<file path="src/rtl/bw_pkg.sv">
package bw_pkg;

   // one vertical slice of the 3x3 neighbourhood
   typedef struct packed {
      logic top;
      logic mid;
      logic bot;
   } bw_col_t;

   localparam int unsigned BW_WIN_BITS = 9;

endpackage

</file>
<file path="src/rtl/bw_spi_rx.sv">
// Oversampling serial receiver: synchronises the pins, finds rising
// clock edges and assembles MSB-first words.
module bw_spi_rx #(
   parameter int PIX_W       = 8,
   parameter int SYNC_STAGES = 2
) (
   input  logic             clk,
   input  logic             rst,
   input  logic             sclk,
   input  logic             mosi,
   input  logic             csn,
   output logic             cs_idle,
   output logic             byte_stb,
   output logic [PIX_W-1:0] byte_val
);

   localparam int CNT_W = (PIX_W > 2) ? $clog2(PIX_W) : 1;
   localparam logic [CNT_W-1:0] LAST_BIT = CNT_W'(PIX_W - 1);

   logic [SYNC_STAGES-1:0] sclk_sr;
   logic [SYNC_STAGES-1:0] mosi_sr;
   logic [SYNC_STAGES-1:0] csn_sr;
   logic                   sclk_s;
   logic                   mosi_s;
   logic                   csn_s;
   logic                   sclk_prev;
   logic                   rise;
   logic [PIX_W-1:0]       shreg;
   logic [PIX_W-1:0]       next_word;
   logic [CNT_W-1:0]       bitcnt;

   always_ff @(posedge clk) begin
      if (rst) begin
         sclk_sr <= '0;
         mosi_sr <= '0;
         csn_sr  <= '1;
      end else begin
         sclk_sr <= {sclk_sr[SYNC_STAGES-2:0], sclk};
         mosi_sr <= {mosi_sr[SYNC_STAGES-2:0], mosi};
         csn_sr  <= {csn_sr[SYNC_STAGES-2:0], csn};
      end
   end

   assign sclk_s    = sclk_sr[SYNC_STAGES-1];
   assign mosi_s    = mosi_sr[SYNC_STAGES-1];
   assign csn_s     = csn_sr[SYNC_STAGES-1];
   assign rise      = sclk_s & ~sclk_prev;
   assign next_word = {shreg[PIX_W-2:0], mosi_s};
   assign cs_idle   = csn_s;

   always_ff @(posedge clk) begin
      if (rst) begin
         sclk_prev <= 1'b0;
         shreg     <= '0;
         bitcnt    <= '0;
         byte_stb  <= 1'b0;
         byte_val  <= '0;
      end else begin
         byte_stb  <= 1'b0;
         sclk_prev <= sclk_s;
         if (csn_s) begin
            // deselect wins over a coincident edge
            bitcnt <= '0;
         end else if (rise) begin
            shreg <= next_word;
            if (bitcnt == LAST_BIT) begin
               bitcnt   <= '0;
               byte_stb <= 1'b1;
               byte_val <= next_word;
            end else begin
               bitcnt <= bitcnt + 1'b1;
            end
         end
      end
   end

endmodule

</file>
<file path="src/rtl/bw_thresh.sv">
// Pixel binariser; a mid-scale threshold reduces to the top bit.
module bw_thresh #(
   parameter int PIX_W  = 8,
   parameter int THRESH = 128
) (
   input  logic [PIX_W-1:0] pix,
   output logic             bit_o
);

   generate
      if (THRESH == (1 << (PIX_W - 1))) begin : g_msb
         assign bit_o = pix[PIX_W-1];
      end else begin : g_cmp
         localparam logic [PIX_W-1:0] THR = PIX_W'(THRESH);
         assign bit_o = (pix >= THR);
      end
   endgenerate

endmodule

</file>
<file path="src/rtl/bw_linebuf.sv">
// Two one-bit line stores in cascade; shift or circular variant.
module bw_linebuf #(
   parameter int DEPTH = 32,
   parameter bit CIRC  = 1'b0
) (
   input  logic clk,
   input  logic rst,
   input  logic adv,
   input  logic din,
   output logic tap_near,
   output logic tap_far
);

   generate
      if (CIRC) begin : g_circ
         localparam int PW = (DEPTH > 2) ? $clog2(DEPTH) : 1;
         localparam logic [PW-1:0] LAST = PW'(DEPTH - 1);
         logic [PW-1:0] ptr;
         logic          mem_near [DEPTH];
         logic          mem_far  [DEPTH];

         assign tap_near = mem_near[ptr];
         assign tap_far  = mem_far[ptr];

         always_ff @(posedge clk) begin
            if (rst) begin
               ptr <= '0;
               for (int i = 0; i < DEPTH; i++) begin
                  mem_near[i] <= 1'b0;
                  mem_far[i]  <= 1'b0;
               end
            end else if (adv) begin
               mem_near[ptr] <= din;
               mem_far[ptr]  <= mem_near[ptr];
               ptr           <= (ptr == LAST) ? '0 : ptr + 1'b1;
            end
         end
      end else begin : g_shift
         logic [DEPTH-1:0] lb_near;
         logic [DEPTH-1:0] lb_far;

         assign tap_near = lb_near[DEPTH-1];
         assign tap_far  = lb_far[DEPTH-1];

         always_ff @(posedge clk) begin
            if (rst) begin
               lb_near <= '0;
               lb_far  <= '0;
            end else if (adv) begin
               lb_near <= {lb_near[DEPTH-2:0], din};
               lb_far  <= {lb_far[DEPTH-2:0], lb_near[DEPTH-1]};
            end
         end
      end
   endgenerate

endmodule

</file>
<file path="src/rtl/bw_winbuild.sv">
// Raster position tracking, window assembly and frame markers.
module bw_winbuild
   import bw_pkg::*;
#(
   parameter int IMG_W   = 32,
   parameter int IMG_H   = 32,
   parameter bit LB_CIRC = 1'b0
) (
   input  logic                   clk,
   input  logic                   rst,
   input  logic                   px_stb,
   input  logic                   px_bit,
   output logic [BW_WIN_BITS-1:0] win_bits,
   output logic                   win_valid,
   output logic                   frame_first,
   output logic                   frame_last
);

   localparam int CW = $clog2(IMG_W);
   localparam int RW = $clog2(IMG_H);
   localparam logic [CW-1:0] COL_LAST = CW'(IMG_W - 1);
   localparam logic [RW-1:0] ROW_LAST = RW'(IMG_H - 1);
   localparam logic [CW-1:0] COL_TWO  = CW'(2);
   localparam logic [RW-1:0] ROW_TWO  = RW'(2);

   logic [CW-1:0]          col_q;
   logic [RW-1:0]          row_q;
   logic                   tap_near;
   logic                   tap_far;
   bw_col_t                cur_col;
   bw_col_t                col_a;
   bw_col_t                col_b;
   logic [BW_WIN_BITS-1:0] win_next;
   logic                   in_core;
   logic                   at_first;
   logic                   at_last;

   bw_linebuf #(
      .DEPTH (IMG_W),
      .CIRC  (LB_CIRC)
   ) u_lb (
      .clk      (clk),
      .rst      (rst),
      .adv      (px_stb),
      .din      (px_bit),
      .tap_near (tap_near),
      .tap_far  (tap_far)
   );

   assign cur_col = '{top: tap_far, mid: tap_near, bot: px_bit};

   assign win_next = {col_b.top, col_a.top, cur_col.top,
                      col_b.mid, col_a.mid, cur_col.mid,
                      col_b.bot, col_a.bot, cur_col.bot};

   assign in_core  = (row_q >= ROW_TWO) && (col_q >= COL_TWO);
   assign at_first = (row_q == ROW_TWO) && (col_q == COL_TWO);
   assign at_last  = (row_q == ROW_LAST) && (col_q == COL_LAST);

   // raster position of the incoming pixel
   always_ff @(posedge clk) begin
      if (rst) begin
         col_q <= '0;
         row_q <= '0;
      end else if (px_stb) begin
         if (col_q == COL_LAST) begin
            col_q <= '0;
            row_q <= (row_q == ROW_LAST) ? '0 : row_q + 1'b1;
         end else begin
            col_q <= col_q + 1'b1;
         end
      end
   end

   // column history for the two left slices
   always_ff @(posedge clk) begin
      if (rst) begin
         col_a <= '0;
         col_b <= '0;
      end else if (px_stb) begin
         col_a <= cur_col;
         col_b <= col_a;
      end
   end

   always_ff @(posedge clk) begin
      if (rst) begin
         win_bits    <= '0;
         win_valid   <= 1'b0;
         frame_first <= 1'b0;
         frame_last  <= 1'b0;
      end else begin
         win_valid   <= px_stb & in_core;
         frame_first <= px_stb & at_first;
         frame_last  <= px_stb & at_last;
         if (px_stb && in_core) begin
            win_bits <= win_next;
         end
      end
   end

endmodule

</file>
<file path="src/rtl/bitwin_spi_top.sv">
module bitwin_spi_top #(
   parameter int IMG_W       = 32,
   parameter int IMG_H       = 32,
   parameter int PIX_W       = 8,
   parameter int THRESH      = 128,
   parameter int SYNC_STAGES = 2,
   parameter bit LB_CIRC     = 1'b0
) (
   input  logic       clk,
   input  logic       rst,
   input  logic       spi_sclk,
   input  logic       spi_mosi,
   input  logic       spi_csn,
   output logic [8:0] win_bits,
   output logic       win_valid,
   output logic       frame_first,
   output logic       frame_last
);

   generate
      if (IMG_W < 3 || IMG_H < 3) begin : g_bad_size
         $error("picture must be at least 3x3");
      end
      if (PIX_W < 2) begin : g_bad_pix
         $error("pixel width must be at least 2");
      end
      if (THRESH < 0 || THRESH >= (1 << PIX_W)) begin : g_bad_thr
         $error("threshold outside pixel range");
      end
      if (SYNC_STAGES < 2) begin : g_bad_sync
         $error("at least two synchroniser stages required");
      end
   endgenerate

   logic             rx_cs_idle;
   logic             rx_byte_stb;
   logic [PIX_W-1:0] rx_byte;
   logic             px_bit;

   bw_spi_rx #(
      .PIX_W       (PIX_W),
      .SYNC_STAGES (SYNC_STAGES)
   ) u_rx (
      .clk      (clk),
      .rst      (rst),
      .sclk     (spi_sclk),
      .mosi     (spi_mosi),
      .csn      (spi_csn),
      .cs_idle  (rx_cs_idle),
      .byte_stb (rx_byte_stb),
      .byte_val (rx_byte)
   );

   bw_thresh #(
      .PIX_W  (PIX_W),
      .THRESH (THRESH)
   ) u_thr (
      .pix   (rx_byte),
      .bit_o (px_bit)
   );

   bw_winbuild #(
      .IMG_W   (IMG_W),
      .IMG_H   (IMG_H),
      .LB_CIRC (LB_CIRC)
   ) u_win (
      .clk         (clk),
      .rst         (rst),
      .px_stb      (rx_byte_stb),
      .px_bit      (px_bit),
      .win_bits    (win_bits),
      .win_valid   (win_valid),
      .frame_first (frame_first),
      .frame_last  (frame_last)
   );

endmodule

</file>
<file path="config.mk">
export PLATFORM = sky130hd
export DESIGN_NAME = bitwin_spi_top
export DESIGN_NICKNAME = d
export VERILOG_FILES = /design/src/rtl/bw_pkg.sv /design/src/rtl/bw_spi_rx.sv /design/src/rtl/bw_thresh.sv /design/src/rtl/bw_linebuf.sv /design/src/rtl/bw_winbuild.sv /design/src/rtl/bitwin_spi_top.sv
export SDC_FILE = /design/constraint.sdc
export NUM_CORES = 1
export LEC_CHECK = 0
export CAP_MARGIN = 0
export CORE_MARGIN = 3
export CORE_UTILIZATION = 50
export CTS_BUF_LIST = sky130_fd_sc_hd__clkbuf_2
export CTS_CLUSTER_DIAMETER = 60
export DETAILED_ROUTE_END_ITERATION = 16
export GPL_ROUTABILITY_DRIVEN = 0
export PLACE_DENSITY = 0.76
export SYNTH_ARGS = -nofsm -noshare
export SYNTH_HDL_FRONTEND = slang
export SYNTH_SLANG_ARGS = --single-unit
</file>
<file path="constraint.sdc">
create_clock -name clk -period 2.2 [get_ports clk]
set_input_delay 0.66 -clock clk [delete_from_list [all_inputs] [get_ports clk]]
set_output_delay 0.66 -clock clk [all_outputs]
set_load 0.005 [all_outputs]
</file>
; Word level (Yosys, flattened, before mapping)
; Index checks and enable logic that the tools add are counted.
; Widths: inputs -> output; s select.
[totals]
reg_bits = 118
out_inout_bits = 12
[classes]
n_addsub = 3
n_lt_le_gt_ge = 2
n_eq_ne = 5
mux = 4
bitwise_logic = 7
n_reduce_logical = 9
[ops]
columns = operator, count
row1 = $add 5x1->5 const B, 2
row2 = $eq 5x2->1 const B, 2
row3 = $eq 5x5->1 const B, 2
row4 = $ge 5x2->1 const B, 2
row5 = $mux 5, 2
row6 = $and 1x1->1, 4
row7 = $logic_and 1x1->1, 4
row8 = $reduce_and 2->1, 2
row9 = $add 3x1->3 const B, 1
row10 = $eq 3x3->1 const B, 1
row11 = $mux 3, 1
row12 = $not 1->1, 3
row13 = $reduce_and 3->1, 1
row14 = $reduce_or 3->1, 1
row15 = $reduce_or 2->1, 1
row16 = $mux 1, 1

; Logic depth before layout (Yosys ltp)
[logic_depth]
ltp_word = 4
depth_mapped = 8
mapped_depth_nobuf = 7

; Cells and area by module
; From an unflattened synthesis, not the netlist that was laid out.
[hier_totals]
hier_cells = 435
hier_area_um2 = 4471.8
[by_module_without_submodules]
columns = mod, instances, cells_per_inst, area_per_inst_um2
row1 = bw_linebuf, 1, 206, 2290.9
row2 = bw_winbuild, 1, 129, 1263.7
row3 = bw_spi_rx, 1, 99, 909.6
row4 = bw_thresh, 1, 1, 7.5

; Worst setup path before layout
; No wires, ideal clock.
[synth_path]
kind = register to register
from = register u_win.col_q[1]
to = register u_win.row_q[2]
t_arrival_ps = 1676
slack_ps = 454
stages_incl_launch_ff = 8
period_less_slack_ps = 1746
path_cell_list = dfxtp_1 -> ha_1 -> and3_1 -> ha_1 -> buf_2 -> nand2_2 -> or4b_1 -> a21oi_1
[synth_via]
elab_chain_len = 2
[synth_rtl]
columns = element, line
row1 = from (decl), bw_winbuild.sv:26  ; logic [CW-1:0] col_q;
row2 = from (signal assigned), bw_winbuild.sv:70  ; col_q <= col_q + 1'b1;
row3 = $eq 5x5->1, bw_winbuild.sv:66  ; if (col_q == COL_LAST) begin
row4 = $reduce_and 2->1 (no source line), n/a
row5 = to (signal assigned), bw_winbuild.sv:68  ; row_q <= (row_q == ROW_LAST) ? '0 : row_q + 1'b1;
row6 = to (decl), bw_winbuild.sv:27  ; logic [RW-1:0] row_q;
; Every way passes these cells.
; A chain may end at the register's enable or synchronous reset.

; Worst setup path after layout
[layout_path]
from = register u_win.win_bits[5]
to = output win_bits[5]
[layout_rtl]
columns = element, line
row1 = from (decl), bw_winbuild.sv:13  ; output logic [BW_WIN_BITS-1:0] win_bits,
row2 = from (signal assigned), bw_winbuild.sv:97  ; win_bits <= win_next;
row3 = to (decl), bitwin_spi_top.sv:14  ; output logic [8:0] win_bits,
; No word-level cell between the ends.

==> results.md <==
* Max-slew violation count at 0
* Cell Chain, Critical Path: clkdlybuf4s50_1
* FF-to-FF End: u_win.row_q[2]
* Via density per instance at 5.00
* Inserted Diodes at 0
* TritonCTS clock tree: done
* Syn. warnings at 0
* Crit Path Class: reg -> out
* Deepest clock path buffer count at 2
* Clock Skews at between 0.02 and 0.025 ns
* Final setup viols at 0
* Worst path required time at 1.54 ns
* Reg clk slew, reported paths at between 0.2 and 0.3 ns
* Number of synthesized flops with an enable pin at 0
* Critical hold path startpoint: u_rx.csn_sr[0]
* Wirelength per Cell at 11.2 um
* Sequential element share of the synthesized area at 53.5%
* Cell row count at 32
* Largest stage delay on the critical path at 0.50 ns
* Reg2Reg Launch Point: u_win.col_q[1]
* Crit share post-route at 93.8%
* Starting density of the core at 51.6%
* Area delta synth->final at 10.1%
* Placed insts at 485
* Drc violations at 0
* Ys async rst share at 0%
* Minimum clock period at 2.06 ns
* Top_reg_cell synth: dfxtp_1
* Grt ovf at 0
* Die Span Y at between 90 and 100 um
* Syn_nets at 395
* # IOs at 17
* Max-cap violations at 0
* Share of cells above drive strength 1 at about 9.0%
* Post-Syn Instances at 382
* Final hold vios at 0
* DIE WIDTH at 95.5 um
* Crit-path max FO at 2
* First-pass GRT wire length at 9.78 mm
* GRT Overall Usage at 13.6%
* Pre-CTS setup slack at 0.408 ns
* Hold Path Class: reg -> reg
* Rel. slew slack at 70.5%
* Fmax at ~0.48 GHz
* RSZ-0062 raised after global routing: no
* CP delay by family, top: buffers and inverters
* Worst skew pair latency at 0.52 ns
* Worst Setup Start Kind: flop
* Hold Crit Depth at 1
* Initial drt markers at 82
* Fin cells at 500
* Cell variety after synth at 31
* Worst setup margin at 0.136 ns
* CTS root buf: clkbuf_2
* CP Buf/Inv Count at 1
* First drt pass iteration count at 4
* Hold endpoint: u_rx.csn_sr[1]
* Port Buffer Count at 16
* Status: finished clean
* Vias in the first global route at roughly 2,300
* DRT Wirelength at 5.60 mm
* Worst path slowest cell: clkdlybuf4s50_1
* Setup TNS at 0 ns
* Htree depth at 3
* Vias post-DR at 2,499
* Crit. End Element: output pin
* Post-DP HPWL at 3.71 mm
* CP arrival at 1.40 ns
* Number of CTS-inserted buffers at 9
* Clk sinks at 107
* Full die area at around 9000 um2
* Peak supply drop at 0.455 mV
* Initial antenna violation count at 0
* Lkg Pwr at around 1.5 nW
* Worst slew pin tran at 0.441 ns
* R2r worst-path depth at 6
* Core area at ~7800 um2
* PwrDens at roughly 690 nW/um2
* Register bit total from synthesis at 107
* Final ANT Viol Nets at 0
* R2R setup slack at 0.36 ns
* Post-Syn Area per Cell at 10.5 um2
* Largest net degree at the start of global routing at 51
* Synthesized area at 4010 um2
* Fin nets at 407
* Setup Fix Bufs, Post-CTS at 0
## stage by stage
step,hold slack [ns],area [um2],util (%),total power [mW]
floorplan,0.389,4010,-,2.03
global placement,0.393,4250,54.7,2.04
detailed placement,0.406,4250,54.7,2.04
CTS,0.442,4400,56.7,3.10
global route,0.464,4410,56.8,3.18
finish,0.434,4410,56.8,3.06
## registers in the layout, indices dropped and copies added, names as in the netlist, 2 cells and up
register / flops
u_win.u_lb.g_shift.lb_far: 32
u_win.u_lb.g_shift.lb_near: 32
u_win.win_bits: 9
u_rx.shreg: 7
u_win.col_q: 5
u_win.row_q: 5
u_rx.bitcnt: 3
u_rx.csn_sr: 2
u_rx.mosi_sr: 2
u_rx.sclk_sr: 2
## Yosys cell counts, types with 2 or more instances
cell / number / area share, %
a21oi_1: 7 / 0.87
and3_1: 4 / 0.62
buf_1: 2 / 0.19
buf_2: 4 / 0.50
buf_4: 7 / 1.3
clkbuf_1: 10 / 0.94
dfxtp_1: 107 / 53
ha_1: 8 / 2.5
inv_1: 2 / 0.19
mux2i_1: 88 / 22
nand2_1: 3 / 0.28
nand2b_1: 18 / 2.8
nand3_1: 3 / 0.37
nor2_1: 85 / 8.0
nor2b_1: 8 / 1.2
nor3_1: 7 / 0.87
nor3b_1: 2 / 0.37
o21ai_0: 3 / 0.37
or2_2: 2 / 0.31
## cell families (layout without fill, tap and decap cells)
logic type | count (synthesis) | after routing | share of synthesized area [%]
fa+ha+maj | 8 | 8 | 2.50
buf+inv | 25 | 41 | 3.12
simple gates | 140 | 140 | 16.7
mux | 88 | 88 | 22.0
flops | 107 | 107 | 53.5
compound gates | 14 | 14 | 2.25
## report_power, final
| group | switching [mW] | internal [mW] |
|---|---|---|
| logic | 0.0321 | 0.0217 |
| registers | 0.00218 | 1.95 |
| clock network | 0.570 | 0.486 |
## worst max path at each step
stage	start	endpoint	slack, ns	depth (start not counted)
after global routing	u_win.win_bits[0]	win_bits[0]	0.008	1
after detailed placement	u_win.row_q[1]	u_win.row_q[2]	0.41	5
final	u_win.win_bits[5]	win_bits[5]	0.14	1
after floorplan	u_win.col_q[1]	u_win.row_q[2]	0.45	7
after global placement	u_win.row_q[1]	u_win.row_q[2]	0.49	5
after CTS	u_win.win_bits[2]	win_bits[2]	0.02	1
## layer usage
metal | wire length (um) | global-route usage (%)
met3 | 200 | 4.97
met2 | 2680 | 22.3
met5 | 0 | 0
met4 | 81 | 5.45
met1 | 2630 | 16.3
## worst reg2reg max path, cell delays in order (launching register included)
cell and delay [ns]:
dfxtp_1 0.47, ha_1 0.22, and3_1 0.18, ha_1 0.18, nand2_2 0.12, or4b_1 0.49, a21oi_1 0.14
## placed cells by master, fill, tap and decap left out, drive strengths merged, types with 2 or more instances in the layout
| cell | netlist | routed |
|---|---|---|
| nor2 | 86 | 86 |
| clkbuf | 10 | 10 |
| buf | 13 | 9 |
| nor3 | 8 | 8 |
| or3 | 2 | 2 |
| and3 | 4 | 4 |
| ha | 8 | 8 |
| or2 | 2 | 2 |
| dfxtp | 107 | 107 |
| inv | 2 | 2 |
| bufinv | 0 | 3 |
| clkdlybuf4s50 | 0 | 14 |
| nand2b | 18 | 18 |
| nor2b | 8 | 8 |
| a21oi | 7 | 7 |
| nor3b | 2 | 2 |
| nand2 | 4 | 4 |
| nand3 | 3 | 3 |
| mux2i | 88 | 88 |
| o21ai | 4 | 4 |
## cell type report
| cell class | count | area, um2 |
|---|---|---|
| inverters | 2 | 7.51 |
| multi-input cells | 250 | 1740 |
| fillers | 683 | 3360 |
| clock buffers | 10 | 50.0 |
| well taps | 102 | 128 |
| clock inverters | 5 | 103 |
| repair buffers | 24 | 233 |
| flip-flops and latches | 107 | 2150 |
## repair_timing
item / 4_1_cts / 5_1_grt
hold buffers: 0 / 0
gates resized for setup: 0 / 5
setup endpoints to repair: 0 / 4
No activity file was read; power rests on OpenSTA's default activity.
